**config.mk**
```make
export PLATFORM = sky130hd
export DESIGN_NAME = layer_shadow_ctrl
export DESIGN_NICKNAME = d
export VERILOG_FILES = /design/src/rtl/layer_shadow_ctrl.sv
export SDC_FILE = /design/constraint.sdc
export NUM_CORES = 2
export LEC_CHECK = 0
export BUFFER_PORTS_ARGS = -buffer_cell sky130_fd_sc_hd__clkbuf_2
export CAP_MARGIN = 20
export CORE_MARGIN = 1.5
export CORE_UTILIZATION = 37
export DETAILED_ROUTE_END_ITERATION = 10
export PLACE_DENSITY = 0.58
export SYNTH_ARGS = -nofsm -noshare
export SYNTH_HDL_FRONTEND = slang
export SYNTH_SLANG_ARGS = --single-unit
```
**constraint.sdc**
```tcl
create_clock -name clk -period 2.2 [get_ports clk]
set_clock_uncertainty 0.2 [all_clocks]
set_input_delay 0.22 -clock clk [delete_from_list [all_inputs] [get_ports clk]]
set_output_delay 0.22 -clock clk [all_outputs]
set_load 0.05 [all_outputs]
```
**src/rtl/layer_shadow_ctrl.sv**
```systemverilog
module layer_shadow_ctrl #(
  parameter int NL      = 2,
  parameter int DW      = 32,
  parameter int AW      = 8,
  parameter int H_FIRST = 2,
  parameter int H_LAST  = 41,
  parameter int V_FIRST = 1,
  parameter int V_LAST  = 20,
  localparam int NREG   = 10,
  localparam int LW     = (NL > 1) ? $clog2(NL) : 1
) (
  input  logic                 clk,
  input  logic                 rst_n,
  input  logic                 wr_en,
  input  logic [AW-1:0]        wr_addr,
  input  logic [DW-1:0]        wr_data,
  input  logic [AW-1:0]        rd_addr,
  output logic [DW-1:0]        rd_data,
  input  logic                 vblank,
  output logic [NL*NREG*DW-1:0] act_regs,
  output logic                 lut_we,
  output logic [LW-1:0]        lut_layer,
  output logic [DW-1:0]        lut_data,
  output logic                 irq
);
  localparam int HALF    = DW / 2;
  localparam int PW      = AW - 4;
  localparam int R_CTRL  = 0;
  localparam int R_WINH  = 1;
  localparam int R_WINV  = 2;
  localparam logic [3:0] LUT_OFS = 4'd10;

  logic [DW-1:0] shd [NL][NREG];
  logic [DW-1:0] act [NL][NREG];
  logic pend_imm, pend_vb, vb_q, stat, ien;

  wire [PW-1:0] page   = wr_addr[AW-1:4];
  wire [3:0]    ofs    = wr_addr[3:0];
  wire [PW-1:0] rpage  = rd_addr[AW-1:4];
  wire [3:0]    rofs   = rd_addr[3:0];
  wire          glob_wr = wr_en && (page == '0);
  wire          vb_rise = vblank && !vb_q;
  wire          copy    = pend_imm || (pend_vb && vb_rise);

  function automatic logic [HALF-1:0] clampf(input logic [HALF-1:0] v,
                                             input logic [HALF-1:0] lo,
                                             input logic [HALF-1:0] hi);
    if (v < lo) return lo;
    if (v > hi) return hi;
    return v;
  endfunction

  logic [NL-1:0] lut_hit;

  for (genvar l = 0; l < NL; l++) begin : g_layer
    localparam logic [PW-1:0] PG = PW'(l + 1);
    assign lut_hit[l] = (page == PG) && !(act[l][R_CTRL][0] && act[l][R_CTRL][1]);
    for (genvar r = 0; r < NREG; r++) begin : g_reg
      logic [DW-1:0] load_val;
      if (r == R_WINH) begin : g_h
        assign load_val = {clampf(shd[l][r][DW-1:HALF], HALF'(H_FIRST), HALF'(H_LAST)),
                           clampf(shd[l][r][HALF-1:0],  HALF'(H_FIRST), HALF'(H_LAST))};
      end else if (r == R_WINV) begin : g_v
        assign load_val = {clampf(shd[l][r][DW-1:HALF], HALF'(V_FIRST), HALF'(V_LAST)),
                           clampf(shd[l][r][HALF-1:0],  HALF'(V_FIRST), HALF'(V_LAST))};
      end else begin : g_p
        assign load_val = shd[l][r];
      end

      always_ff @(posedge clk or negedge rst_n) begin
        if (!rst_n) begin
          shd[l][r] <= '0;
          act[l][r] <= '0;
        end else begin
          if (wr_en && page == PG && ofs == 4'(r)) shd[l][r] <= wr_data;
          if (copy) act[l][r] <= load_val;
        end
      end

      assign act_regs[(l*NREG+r)*DW +: DW] = act[l][r];
    end
  end

  always_ff @(posedge clk or negedge rst_n) begin
    if (!rst_n) begin
      pend_imm <= 1'b0;
      pend_vb  <= 1'b0;
      vb_q     <= 1'b0;
      stat     <= 1'b0;
      ien      <= 1'b0;
    end else begin
      vb_q <= vblank;
      if (copy) begin
        pend_imm <= 1'b0;
        pend_vb  <= 1'b0;
      end
      if (glob_wr && ofs == 4'd0) begin
        if (wr_data[0]) begin
          pend_imm <= 1'b1;
          pend_vb  <= 1'b0;
        end else if (wr_data[1]) begin
          pend_vb  <= 1'b1;
        end
      end
      if (glob_wr && ofs == 4'd1 && wr_data[0]) stat <= 1'b0;
      if (copy) stat <= 1'b1;
      if (glob_wr && ofs == 4'd2) ien <= wr_data[0];
    end
  end

  always_ff @(posedge clk or negedge rst_n) begin
    if (!rst_n) begin
      lut_we    <= 1'b0;
      lut_layer <= '0;
      lut_data  <= '0;
    end else begin
      lut_we <= wr_en && (ofs == LUT_OFS) && (|lut_hit);
      if (wr_en && ofs == LUT_OFS) begin
        lut_layer <= LW'(page - PW'(1));
        lut_data  <= wr_data;
      end
    end
  end

  assign irq = stat && ien;

  always_comb begin
    rd_data = '0;
    if (rpage == '0) begin
      case (rofs)
        4'd0:    rd_data = DW'({pend_vb, pend_imm});
        4'd1:    rd_data = DW'(stat);
        4'd2:    rd_data = DW'(ien);
        default: rd_data = '0;
      endcase
    end else begin
      for (int l = 0; l < NL; l++)
        for (int r = 0; r < NREG; r++)
          if (rpage == PW'(l + 1) && rofs == 4'(r)) rd_data = shd[l][r];
    end
  end
endmodule


```
==> impl_metrics.env <==
export IMPL_dpl_hpwl_um=197300
export IMPL_switching_power_w=0.01656
export IMPL_grt_busiest_layer="met2"
export IMPL_critical_path_class="reg2out"
export IMPL_finalInstanceArea_um2=75480
export IMPL_hold_start="wr_addr[1]"
export IMPL_overflow=0
export IMPL_first_pass_iters=6
export IMPL_area_delta_synth_final_pct=37.58
export IMPL_root_buffer="clkbuf_16"
export IMPL_crit_fanout=2
export IMPL_final_cell_mix="nand2_1 (1628), dfrtp_1 (1305), buf_4 (794), clkbuf_2 (719), mux2_2 (694)"
export IMPL_synth_area_leaders="dfrtp_1 (60%), mux2_2 (15%), nand2_1 (11%)"
export IMPL_failed_checks="hold timing, setup timing"
export IMPL_synth_top_family_by_area="simple AND/OR/NAND/NOR gates"
export IMPL_tightest_slew_ps=1047
export IMPL_synth_compound_area_frac=0.06060
export IMPL_r2r_setup_slack_ps=80
export IMPL_fmax_ghz=0.2842
export IMPL_drive_above_1_share=0.4344
export IMPL_grt_pass1_vias=46160
export IMPL_nFillCells=13450
export IMPL_hp_class="in2reg"
export IMPL_io_pins=759
export IMPL_post_route_min_period_ps=3519
export IMPL_worst_slack_ps=-1319
export IMPL_fp_row_count=141
export IMPL_grt_first_pass_wirelength_um=365900
export IMPL_r2r_end="act_regs[403]"
export IMPL_met2_usage=0.5172
export IMPL_syn_nets=5034
export IMPL_gr_usage_met1=0.4818
export IMPL_antenna_found_initial=25
export IMPL_ys_seq_area_frac=0.6017
export IMPL_hold_viol=4
export IMPL_wl_per_cell_um=30.94
export IMPL_grt_met3_usage=0.08731
export IMPL_track_usage=0.3462
export IMPL_leakagePower_nw=40.38
export IMPL_hold_ws_ps=-45.75
export IMPL_cts_num_sinks=1319
export IMPL_whs_endpoint="lut_data[1]"
export IMPL_ant_nets=0
export IMPL_worstPathRequired_ps=1780
export IMPL_cp_start_kind="register"
export IMPL_p_per_area_nw_per_um2=779.6
export IMPL_synth_edf_count=0
export IMPL_r2r_cells=9
export IMPL_final_common_cell="nand2_1"
export IMPL_remaining_drc_errors=0
export IMPL_die_area_um2=150600
export IMPL_fp_coreArea_um2=147500
export IMPL_swShare=0.2815
export IMPL_slew_headroom=0.3018
export IMPL_status="finished with violations"
export IMPL_endpoint_kind="output pin"
export IMPL_syn_area_um2=54860
export IMPL_synth_fa_ha_area_frac=0
export IMPL_placed_area_um2=68190
export IMPL_synthMuxAreaShare=0.1556
export IMPL_synth_cell_types=73
export IMPL_routabilityCongestion=1.031
export IMPL_yosysWarningCount=0
export IMPL_synth_xor_area_frac=0
export IMPL_grt_max_degree=92
export IMPL_syn_avg_cell_area_um2=11.01
export IMPL_viasPerCell=5.508
export IMPL_period_share=1.600
export IMPL_die_height_um=388.1
export IMPL_drt_iter0_markers=5139
export IMPL_synth_top_cell_area_share=0.6017
export IMPL_htreeDepth=4
export IMPL_dieWidth_um=388.1
export IMPL_cts_tree="done"
export IMPL_numCtsBuffers=144
export IMPL_ir_worst_vdd_mv=0.5944
export IMPL_clock_latency_ps=820
export IMPL_synth_main_ff_cell="dfrtp_1"
export IMPL_yosysTopAreaCell="dfrtp_1"
export IMPL_p_seq_frac=0.450
export IMPL_maxCapViolations=0
export IMPL_start_util=0.3720
export IMPL_p_int_w=0.04228
export IMPL_fin_nets=6542
export IMPL_p_comb_frac=0.119
export IMPL_synthArstFlopShare=1.000
export IMPL_arrival_ps=3100
export IMPL_cts_max_path_buffers=3
export IMPL_tns_ps=-31310
export IMPL_maxSlewViolCount=0
export IMPL_ys_ff_latch=1319
export IMPL_portBuffers=758
export IMPL_reg2reg_from="shd[249]"
export IMPL_min_path_cells=4
export IMPL_grt_setup_unrepaired="yes"
export IMPL_vias=47020
export IMPL_setup_viol=32
export IMPL_p_clk_frac=0.431
export IMPL_clk_pin_slew_worst_paths_ps=60
export IMPL_syn_inst=4982
export IMPL_drt_wl_total_um=264100
export IMPL_yosys_area_share_simple=0.1558
kinds of logic after synthesis:
logic type	Yosys count
flip-flops	1319
AO/OA/AOI/OAI	479
multiplexers	745
buffers and inverters	364
AND/OR/NAND/NOR	2075
flip-flops by register name (all words and copies together) (netlist names), 32 cells and up:
signal              count
act_regs              640
g_layer.g.load_val    512
lut_data               32
shd                   128
power groups by stage:
stage                     Sequential, W  Clock (W)  Combinational [W]
after CTS                        0.0264     0.0257            0.00691
after detailed placement         0.0268          0            0.00670
after global placement           0.0268          0            0.00664
after global routing             0.0265     0.0266            0.00733
after floorplan                  0.0279          0            0.00176
final                            0.0265     0.0254            0.00702
final cells by class:
class | instances | area [µm²] | share of cell area
antenna | 5 | 12.51 | 0.0001658
clock buffer | 208 | 4195 | 0.05558
clock inverter | 50 | 744.5 | 0.009863
inverter | 10 | 37.54 | 0.0004973
multi-input combinational | 3299 | 22180 | 0.2939
sequential | 1319 | 33020 | 0.4375
tap | 1930 | 2415 | 0.03199
timing repair buffer | 1716 | 12870 | 0.1705
worst max path at each step:
stage / startpoint / to / slack [ps] / cells past startpoint
after detailed placement: rd_addr[5] / rd_data[16] / -2090 / 11
after global routing: g_layer[0].g_reg[3].load_val[22] / rd_data[22] / -1380 / 7
after global placement: rd_addr[5] / rd_data[16] / -2120 / 11
after CTS: g_layer[1].g_reg[3].load_val[9] / rd_data[9] / -1360 / 9
final: g_layer[0].g_reg[3].load_val[22] / rd_data[22] / -1320 / 7
after floorplan: rd_addr[6] / rd_data[29] / -320 / 8
synth_stat cells, types with 5 or more instances:
master	number
nand2_1	1642
dfrtp_1	1319
mux2_2	711
clkbuf_1	244
nor2_1	130
o21ai_0	97
and2_1	91
a21oi_1	79
nand3_1	63
a22oi_1	61
buf_1	60
buf_2	45
o22ai_1	34
nor3_1	32
nor4_1	23
a221oi_1	22
mux2i_1	19
nor2b_1	18
a211oi_1	17
a22o_1	16
mux4_2	15
nand4_1	15
o221ai_1	15
a2111oi_0	13
a222oi_1	13
a31oi_1	13
nand2b_1	11
a221o_1	10
a32oi_1	9
o31ai_1	9
inv_1	8
and3_1	7
o211ai_1	7
o2bb2ai_1	7
o32ai_1	7
o21a_1	6
or4_1	6
a2bb2oi_1	5
nor3_2	5
critical path: stages, from the launching register on:
cell and delay [ps]:
dfrtp_1 410, mux2_4 280, a222oi_1 650, o21ai_1 210, o21ai_2 270, buf_4 170
a31oi_4 120, buf_12 180
metrics by stage:
stage / cells / power [W] / util / hold slack, ps / worst slack [ps]
floorplan: 4982 / 0.02969 / - / -275.6 / -320.8
global placement: 8182 / 0.03346 / 0.4623 / -14.30 / -2117
detailed placement: 8183 / 0.03351 / 0.4624 / -18.45 / -2086
CTS: 8517 / 0.05904 / 0.5076 / 1.527 / -1360
global route: 8533 / 0.06047 / 0.5117 / 4.453 / -1378
finish: 8537 / 0.05884 / 0.5118 / -45.75 / -1319
layer usage:
| layer | up-vias | wire length, µm | part of all wire |
|---|---|---|---|
| met3 | 475 | 25190 | 0.095 |
| met2 | 2336 | 115400 | 0.44 |
| met1 | 24250 | 111300 | 0.42 |
| met4 | 18 | 12050 | 0.046 |
| li1 | 19950 | - | - |
| met5 | - | 157 | 0.00059 |
timing repair:
| action | CTS | global route |
|---|---|---|
| setup buffers | 29 | 18 |
| pin swaps | 99 | 59 |
| endpoints found under the hold margin | 2042 | 0 |
| hold buffers | 55 | 0 |
| resized for setup | 209 | 109 |
| endpoints found under the setup margin | 33 | 130 |
| gates cloned | 0 | 2 |
Power figures use the tool's default switching activity.
